<file path="config.mk">
export PLATFORM = sky130hd
export DESIGN_NAME = div_r4_unit
export DESIGN_NICKNAME = d
export VERILOG_FILES = /design/src/rtl/div_pkg.sv /design/src/rtl/div_operand_prep.sv /design/src/rtl/div_step_chain.sv /design/src/rtl/div_result_fix.sv /design/src/rtl/div_r4_unit.sv
export SDC_FILE = /design/constraint.sdc
export NUM_CORES = 1
export LEC_CHECK = 0
export ABC_AREA = 1
export BUFFER_PORTS_ARGS = -buffer_cell sky130_fd_sc_hd__buf_2
export CAP_MARGIN = 40
export CORE_AREA = 10 10 225 227
export DETAILED_ROUTE_END_ITERATION = 16
export DIE_AREA = 0 0 235 237
export MAX_ROUTING_LAYER = met4
export PLACE_DENSITY_LB_ADDON = 0.05
export SYNTH_ARGS = -nofsm -noshare
export SYNTH_HDL_FRONTEND = slang
export SYNTH_HIERARCHICAL = 1
export SYNTH_SLANG_ARGS = --single-unit
export TNS_END_PERCENT = 30
</file>
<file path="constraint.sdc">
create_clock -name clk -period 3.91 [get_ports clk]
set_clock_uncertainty 0.1 [all_clocks]
set_input_delay 0.5865 -clock clk [delete_from_list [all_inputs] [get_ports clk]]
set_output_delay 0.5865 -clock clk [all_outputs]
set_load 0.05 [all_outputs]
</file>
<file path="src/rtl/div_pkg.sv">
package div_pkg;

  typedef enum logic [1:0] {
    OP_DIV  = 2'b00,
    OP_DIVU = 2'b01,
    OP_REM  = 2'b10,
    OP_REMU = 2'b11
  } div_op_e;

  typedef enum logic [1:0] {
    ST_IDLE,
    ST_SETUP,
    ST_RUN,
    ST_DONE
  } div_state_e;

  function automatic logic op_signed(input logic [1:0] op);
    return ~op[0];
  endfunction

  function automatic logic op_wants_rem(input logic [1:0] op);
    return op[1];
  endfunction

endpackage

</file>
<file path="src/rtl/div_operand_prep.sv">
module div_operand_prep import div_pkg::*; #(
  parameter int W = 32
) (
  input  logic [1:0]   op,
  input  logic [W-1:0] num,
  input  logic [W-1:0] den,
  output logic [W-1:0] num_mag,
  output logic [W-1:0] den_mag,
  output logic         flip_quo,
  output logic         flip_rem,
  output logic         den_zero,
  output logic         sgn_ovf
);
  localparam logic [W-1:0] MOST_NEG = {1'b1, {(W-1){1'b0}}};

  logic sgn;
  logic num_neg;
  logic den_neg;

  always_comb begin
    sgn      = op_signed(op);
    num_neg  = sgn & num[W-1];
    den_neg  = sgn & den[W-1];
    num_mag  = num_neg ? (~num + 1'b1) : num;
    den_mag  = den_neg ? (~den + 1'b1) : den;
    flip_quo = num_neg ^ den_neg;
    flip_rem = num_neg;
    den_zero = (den == '0);
    sgn_ovf  = sgn & (num == MOST_NEG) & (den == '1);
  end
endmodule

</file>
<file path="src/rtl/div_step_chain.sv">
module div_step_chain #(
  parameter int W     = 32,
  parameter int STEPS = 2
) (
  input  logic [W-1:0] rem_in,
  input  logic [W-1:0] quo_in,
  input  logic [W-1:0] den,
  output logic [W-1:0] rem_out,
  output logic [W-1:0] quo_out
);
  logic [STEPS:0][W-1:0] rem_s;
  logic [STEPS:0][W-1:0] quo_s;

  assign rem_s[0] = rem_in;
  assign quo_s[0] = quo_in;

  for (genvar s = 0; s < STEPS; s++) begin : g_step
    logic [W:0]   shifted;
    logic [W+1:0] trial;
    logic         fits;

    always_comb begin
      shifted = {rem_s[s], quo_s[s][W-1]};
      trial   = {1'b0, shifted} - {2'b00, den};
      fits    = ~trial[W+1];
    end

    assign rem_s[s+1] = fits ? trial[W-1:0] : shifted[W-1:0];
    assign quo_s[s+1] = {quo_s[s][W-2:0], fits};
  end

  assign rem_out = rem_s[STEPS];
  assign quo_out = quo_s[STEPS];
endmodule

</file>
<file path="src/rtl/div_result_fix.sv">
module div_result_fix import div_pkg::*; #(
  parameter int W = 32
) (
  input  logic [1:0]   op,
  input  logic [W-1:0] quo_mag,
  input  logic [W-1:0] rem_mag,
  input  logic         flip_quo,
  input  logic         flip_rem,
  input  logic         den_zero,
  input  logic         sgn_ovf,
  input  logic [W-1:0] num_raw,
  output logic [W-1:0] res
);
  logic [W-1:0] quo_fin;
  logic [W-1:0] rem_fin;

  always_comb begin
    quo_fin = flip_quo ? (~quo_mag + 1'b1) : quo_mag;
    rem_fin = flip_rem ? (~rem_mag + 1'b1) : rem_mag;
    if (den_zero) begin
      res = op_wants_rem(op) ? num_raw : '1;
    end else if (sgn_ovf) begin
      res = op_wants_rem(op) ? '0 : num_raw;
    end else begin
      res = op_wants_rem(op) ? rem_fin : quo_fin;
    end
  end
endmodule

</file>
<file path="src/rtl/div_r4_unit.sv">
module div_r4_unit import div_pkg::*; #(
  parameter int WIDTH = 32,
  parameter int STEPS = 2
) (
  input  logic             clk,
  input  logic             rst_n,
  input  logic             start,
  input  logic [1:0]       op,
  input  logic [WIDTH-1:0] dividend,
  input  logic [WIDTH-1:0] divisor,
  output logic             busy,
  output logic             valid,
  output logic [WIDTH-1:0] result
);
  localparam int ITER = WIDTH / STEPS;
  localparam int CW   = (ITER > 1) ? $clog2(ITER) : 1;
  localparam logic [CW-1:0] LAST = CW'(ITER - 1);

  div_state_e       state_q;
  logic [1:0]       op_q;
  logic [WIDTH-1:0] num_q;
  logic [WIDTH-1:0] den_raw_q;
  logic [WIDTH-1:0] rem_q;
  logic [WIDTH-1:0] quo_q;
  logic [WIDTH-1:0] den_q;
  logic             flip_quo_q;
  logic             flip_rem_q;
  logic             den_zero_q;
  logic             sgn_ovf_q;
  logic [CW-1:0]    cnt_q;

  logic [WIDTH-1:0] num_mag;
  logic [WIDTH-1:0] den_mag;
  logic             flip_quo;
  logic             flip_rem;
  logic             den_zero;
  logic             sgn_ovf;
  logic [WIDTH-1:0] rem_nxt;
  logic [WIDTH-1:0] quo_nxt;
  logic [WIDTH-1:0] fixed;

  div_operand_prep #(.W(WIDTH)) u_prep (
    .op       (op_q),
    .num      (num_q),
    .den      (den_raw_q),
    .num_mag  (num_mag),
    .den_mag  (den_mag),
    .flip_quo (flip_quo),
    .flip_rem (flip_rem),
    .den_zero (den_zero),
    .sgn_ovf  (sgn_ovf)
  );

  div_step_chain #(.W(WIDTH), .STEPS(STEPS)) u_chain (
    .rem_in  (rem_q),
    .quo_in  (quo_q),
    .den     (den_q),
    .rem_out (rem_nxt),
    .quo_out (quo_nxt)
  );

  div_result_fix #(.W(WIDTH)) u_fix (
    .op       (op_q),
    .quo_mag  (quo_q),
    .rem_mag  (rem_q),
    .flip_quo (flip_quo_q),
    .flip_rem (flip_rem_q),
    .den_zero (den_zero_q),
    .sgn_ovf  (sgn_ovf_q),
    .num_raw  (num_q),
    .res      (fixed)
  );

  always_ff @(posedge clk or negedge rst_n) begin
    if (!rst_n) begin
      state_q    <= ST_IDLE;
      op_q       <= '0;
      num_q      <= '0;
      den_raw_q  <= '0;
      rem_q      <= '0;
      quo_q      <= '0;
      den_q      <= '0;
      flip_quo_q <= 1'b0;
      flip_rem_q <= 1'b0;
      den_zero_q <= 1'b0;
      sgn_ovf_q  <= 1'b0;
      cnt_q      <= '0;
    end else begin
      unique case (state_q)
        ST_IDLE: begin
          if (start) begin
            op_q      <= op;
            num_q     <= dividend;
            den_raw_q <= divisor;
            state_q   <= ST_SETUP;
          end
        end
        ST_SETUP: begin
          rem_q      <= '0;
          quo_q      <= num_mag;
          den_q      <= den_mag;
          flip_quo_q <= flip_quo;
          flip_rem_q <= flip_rem;
          den_zero_q <= den_zero;
          sgn_ovf_q  <= sgn_ovf;
          cnt_q      <= '0;
          state_q    <= ST_RUN;
        end
        ST_RUN: begin
          rem_q <= rem_nxt;
          quo_q <= quo_nxt;
          cnt_q <= cnt_q + 1'b1;
          if (cnt_q == LAST) state_q <= ST_DONE;
        end
        ST_DONE: begin
          state_q <= ST_IDLE;
        end
        default: state_q <= ST_IDLE;
      endcase
    end
  end

  assign busy   = (state_q != ST_IDLE);
  assign valid  = (state_q == ST_DONE);
  assign result = valid ? fixed : '0;
endmodule

</file>
Word level (Yosys, flattened, before mapping)
Cells that the tools add are included.
{"block": "totals", "output_inout_bits": 34, "wordCells": 63, "ff_bits": 172, "inputBits": 69}
{"block": "classes", "mux": 18, "n_eq_ne": 8, "n_reduce_logical": 6, "n_addsub": 7, "n_bitwise": 12}
{"operator": "$mux 32", "n": 12}
{"operator": "$add 32x1->32 const B", "n": 4}
{"operator": "$not 32->32", "n": 4}
{"operator": "$pmux 32 s2", "n": 2}
{"operator": "$sub 33x32->34", "n": 2}
{"operator": "$eq 32x32->1 const B", "n": 2}
{"operator": "$logic_not 32->1", "n": 1}
{"operator": "$pmux 2 s4", "n": 1}
{"operator": "$pmux 4 s2", "n": 1}
{"operator": "$add 4x1->4 const B", "n": 1}
{"operator": "$and 1x1->1", "n": 4}
{"operator": "$eq 2x2->1 const B", "n": 2}
{"operator": "$eq 4x4->1 const B", "n": 1}
{"operator": "$mux 2", "n": 2}
{"operator": "$ne 2x2->1 const B", "n": 2}
{"operator": "$reduce_and 2->1", "n": 2}
{"operator": "$reduce_bool 2->1", "n": 2}
{"operator": "$not 1->1", "n": 3}
{"operator": "$eq 2x1->1 const B", "n": 1}
{"operator": "$logic_not 2->1", "n": 1}
{"operator": "$xor 1x1->1", "n": 1}

Depth between registers and ports, before layout
{"block": "depth", "depth_word": 7, "mapped_depth": 31, "depth_no_buf": 29}

Modules after synthesis
Netlist, hierarchy kept.
{"mod": "div_r4_unit", "cells_per_inst": 714, "area_per_inst_um2": 7064.3, "seq_area_each_um2": 4304.1, "n_inst": 1}
{"mod": "div_step_chain", "cells_per_inst": 1102, "area_per_inst_um2": 5721.7, "seq_area_each_um2": 0.0, "n_inst": 1}
{"mod": "div_result_fix", "cells_per_inst": 681, "area_per_inst_um2": 3026.7, "seq_area_each_um2": 0.0, "n_inst": 1}
{"mod": "div_operand_prep", "cells_per_inst": 498, "area_per_inst_um2": 2386.0, "seq_area_each_um2": 0.0, "n_inst": 1}

Least setup slack after synthesis
Ideal clock, no wire load.
{"block": "synth_timing", "kind": "register to register", "startpoint": "register rem_q[8]", "endpoint": "register rem_q[13]", "arrival_ns": 3.550, "path_slack_ns": 0.139, "path_buffers": 2, "setup_ns": 0.121, "synth_period_minus_slack_ns": 3.771, "required_ns": 3.689, "path_stages_with_launch": 29, "cell_sequence": "dfrtp_1 -> ha_1 -> nand2_1 -> inv_2 -> nand2_1 -> nor2_2 -> inv_2 -> nor2_2 -> nand3_2 -> nand3_2 -> inv_4 -> buf_2 -> nand2_1 -> o21ai_2 -> ha_1 -> a21oi_1 -> o21ai_2 -> nand2_1 -> nand2_1 -> nand2_1 -> nand2_2 -> nand3_1 -> nand2_1 -> nand2_2 -> nand3_4 -> buf_6 -> nand2_1 -> nand2_1 -> a22o_1"}
{"block": "synth_between", "elab_chain_len": 5}
{"item": "from (decl)", "line": "div_r4_unit.sv:23", "source": "logic [WIDTH-1:0] rem_q;"}
{"item": "from (signal assigned)", "line": "div_r4_unit.sv:110", "source": "rem_q <= rem_nxt;"}
{"item": "$sub 33x32->34", "line": "div_step_chain.sv:24", "source": "trial = {1'b0, shifted} - {2'b00, den};"}
{"item": "$mux 32 (*)", "line": "div_step_chain.sv:28", "source": "assign rem_s[s+1] = fits ? trial[W-1:0] : shifted[W-1:0];"}
{"item": "$sub 33x32->34", "line": "div_step_chain.sv:24"}
{"item": "$mux 32 (*)", "line": "div_step_chain.sv:28"}
{"item": "net rem_nxt[13]", "line": "div_r4_unit.sv:38", "source": "logic [WIDTH-1:0] rem_nxt;"}
{"item": "$pmux 32 s2 (*)", "line": "div_r4_unit.sv:89", "source": "unique case (state_q)"}
Mark *: on every way through the listed nets, which the timed path passes. The rest lies on a longest branch.
A chain may end at the register's enable or synchronous reset.

Worst setup path after layout
{"block": "layout_timing", "startpoint": "register den_q[26]", "endpoint": "register rem_q[8]"}
{"block": "layout_between", "elab_chain_len": 5}
{"item": "from (decl)", "line": "div_r4_unit.sv:25", "source": "logic [WIDTH-1:0] den_q;"}
{"item": "from (signal assigned)", "line": "div_r4_unit.sv:101", "source": "den_q <= den_mag;"}
{"item": "$sub 33x32->34", "line": "div_step_chain.sv:24"}
{"item": "$mux 32", "line": "div_step_chain.sv:28"}
{"item": "$sub 33x32->34", "line": "div_step_chain.sv:24"}
{"item": "$mux 32 (*)", "line": "div_step_chain.sv:28"}
{"item": "net rem_nxt[8]", "line": "div_r4_unit.sv:38"}
{"item": "$pmux 32 s2 (*)", "line": "div_r4_unit.sv:89"}
Marks and branches as above.

==> key figures <==
Synthesis
  • Cells after Synth: 2995
  • Synth Area in XOR/XNOR: 3.03%
  • Distinct cells, synth: 47
  • Main synth FF type: dfrtp_1
  • Sequential area share after synthesis: 23.7%
  • Largest family of logic cells by synthesized area: simple AND/OR/NAND/NOR gates
  • Yosys reg bits: 172
  • Syn Nets: 3140
  • Yosys warns: 6
  • Post-synthesis compound-gate area fraction: 10.1%
  • Post-synthesis mux area share: 2.23%
  • Post-synthesis adder-cell area fraction: 5.31%
  • Cell Area, Synth: 18200 µm²
  • EDFF count, synth: 0
  • Syn Area/Cell: 6.08 µm²
  • Fraction of registers with async set/reset: 100%
  • Simple-gate area share of the yosys netlist: 43.6%

Worst setup path
  • Worst-path fanout max: 8
  • Worst reg2reg path depth: 27
  • Crit path DAT: 4.40 ns
  • Setup crit start kind: flip-flop
  • CP Data Required Time: 4.20 ns
  • CP endpoint kind: flip-flop
  • Reg-to-Reg End: rem_q[8]
  • RR Startpoint: den_q[26]
  • R2R Setup Slk: -0.20 ns
  • CP Class: flip-flop to flip-flop

Route
  • Drt pass-1 iters: 6
  • 1st-iter DRT viols: 1961
  • Final wirelength: 77100 µm
  • Wirelength per Cell: 19.1 µm
  • Vias per std cell: 5.24
  • DR vias: 21100
  • Final ANT Viol Nets: 0
  • # DRC: 0

Global routing
  • Largest net degree at the start of global routing: just under 70
  • Initial antenna violation count: 3
  • GRT Resource Usage Total: between 20% and 30%
  • Vias in the first global route: around 20000
  • GRT overflow: 0
  • Global-route wire length before repair: around 120000 µm

Die
  • Die Wd: 235 µm
  • Total core area: 46200 µm²
  • Ports: 103
  • Starting Density: 39.4%
  • Total die area: between 50000 and 60000 µm²
  • Die height: ~240 µm
  • FP Rows: between 70 and 80

Clock tree
  • Clock Tree Buf Depth: 2
  • CTS tree: done
  • Root Driver: clkbuf_16
  • Hold buffers post-CTS: 0
  • TritonCTS buffer count: 17
  • H-tree levels: 4
  • Skew-Pair Late Insertion Delay: 0.51 ns
  • Clk slew on worst S/H paths: 0.08 ns
  • Clock Sinks: 172

STA
  • Final WS setup: -0.201 ns
  • Max-Slew Margin vs Limit: 46.1%
  • Final setup viols: 33
  • Fmax: 243 MHz
  • Endpoints failing hold: 0
  • Fin crit period: 4.11 ns
  • Tcrit/Tclk final: 105%
  • RSZ-0062 raised after global routing: true
  • Least-Margin Pin Slew: 0.807 ns
  • Setup TNS: -5.54 ns
  • Slew Viols, Final: 0

Layout
  • Share of layout cells above drive strength 1: 28.6%
  • Area delta synth->final: 32.8%
  • Layout Nets: 3556

Placement
  • IO buf count: 102
  • GP Congestion: 0.973
  • Final HPWL DP: 60800 µm

Min path
  • Hold/Removal Path Class: input pin to async pin

Run status
  • Status: finished, violations left
  • Violated checks: setup timing

Job
  • Max-cap violation count: 0
[Yosys cell counts, drive strengths merged (7+ instances only)]
master  instances  area (µm²)
and2            7        43.8
a21oi         114         604
mux2           36         405
a31oi          10        62.6
nor2          333        1480
o21ai         114         638
ha             74         926
nand2        1115        4250
nand3b         20         150
nor3           26         146
o21bai         15         113
clkbuf         22        83.8
a22o           33         289
or2             7        43.8
nand4          38         238
xor2           35         307
dfrtp         172        4300
buf           105         748
xnor2          28         245
inv           362        1370
nand3         309        1580
[layout make-up]
cell class / count / area, µm²
multi-input cells: 2334 / 13100
clock buffers: 18 / 429
repair buffers: 524 / 3980
clock inverters: 14 / 175
flip-flops and latches: 172 / 4310
inverters: 362 / 1380
diodes: 1 / 2.50
fillers: 4747 / 22000
well taps: 607 / 759
[worst max-delay path: stages (launching register included)]
cell	delay [ns]
dfrtp_1	0.40
inv_2	0.14
ha_4	0.23
nand2_1	0.07
nand2_2	0.07
nand2_1	0.06
nand2_1	0.08
nand2_1	0.08
nand2_2	0.07
a21oi_4	0.15
nand3_4	0.17
buf_12	0.18
buf_16	0.13
buf_4	0.17
nand3_4	0.11
nand2_4	0.08
ha_4	0.24
a21o_1	0.17
nand3_1	0.08
nand3_2	0.10
a21oi_2	0.16
nand2_4	0.11
nand2_8	0.10
nand3_4	0.16
clkbuf_16	0.24
nand2_1	0.07
nand2_1	0.05
a22o_1	0.19
[cell families (layout without fill, tap and decap cells)]
group,Yosys count,in the layout
buf+inv,489,918
simple gates,1855,1855
mux,36,36
compound gates,304,304
other cells,0,1
flops,172,172
fa+ha+maj,76,76
xor+xnor,63,63
[layout by cell type, fill, tap and decap left out, types with 9 or more instances in the layout]
cell type  count
inv_2         50
buf_2         97
nor3_1        22
o21ai_0       57
nor2_2        52
a21oi_1       78
nand3_1      290
buf_4        401
buf_12         9
nor2_1       252
nor2_4        29
o21ai_1       31
nand2_4       16
clkbuf_16     22
nand2_2       84
nand2_1     1014
o21bai_1      13
mux2_2        36
inv_1        307
dfrtp_1      170
xnor2_1       27
a22o_1        33
nand3_2       14
o21ai_2       20
nand3b_1      20
ha_1          18
nand4_1       38
a31oi_1       10
xor2_1        35
a21oi_2       30
ha_4          53
[stage by stage]
step                      setup WS (ns)  utilization [%]  hold slack [ns]  std cells  area (µm²)
after floorplan                   0.139                -            0.191       2995       18200
after global placement           -0.633             46.7            0.390       3954       21600
after detailed placement         -0.679             46.8            0.396       3956       21600
after CTS                        -0.117             50.2          0.00968       4004       23200
after global routing             -0.347             52.4           0.0328       4032       24200
final                            -0.201             52.4        0.0000440       4032       24200
[how the worst max path moves through the flow]
stage	cells after the start	endpoint	from	slack [ns]
2_1_floorplan	28	rem_q[13]	rem_q[8]	0.14
5_1_grt	29	rem_q[9]	den_q[2]	-0.35
3_5_place_dp	23	rem_q[28]	den_q[29]	-0.68
3_3_place_gp	24	rem_q[28]	den_q[20]	-0.63
6_report	27	rem_q[8]	den_q[26]	-0.20
4_1_cts	26	rem_q[27]	den_q[0]	-0.12
[per-layer routing]
layer	wire length, µm	track usage [%]	share of wire, %	vias to the layer above
li1	-	-	-	10400
met1	36700	37.4	48	10000
met2	33900	40.3	44	644
met3	4670	3.79	6.0	92
met4	1880	8.29	2.4	0
met5	0	-	0	-
[timing repair]
item,4_1_cts,5_1_grt
pin swaps,41,48
cloned,2,6
gates resized for setup,178,153
buffers inserted,14,21
endpoints found under the setup margin,36,40
[state kept, by name, summed over array words and instances, names as in the netlist]
| register | count |
|---|---|
| rem_q | 32 |
| cnt_q | 4 |
| den_raw_q | 32 |
| den_q | 32 |
| num_q | 32 |
| op_q | 2 |
| quo_q | 32 |
| flip_rem_q | 1 |
| den_zero_q | 1 |
| state_q | 2 |
| flip_quo_q | 1 |
| sgn_ovf_q | 1 |
Power is not shown: default switching activity piles up to over one toggle a cycle in this logic, so the estimate is an artifact.
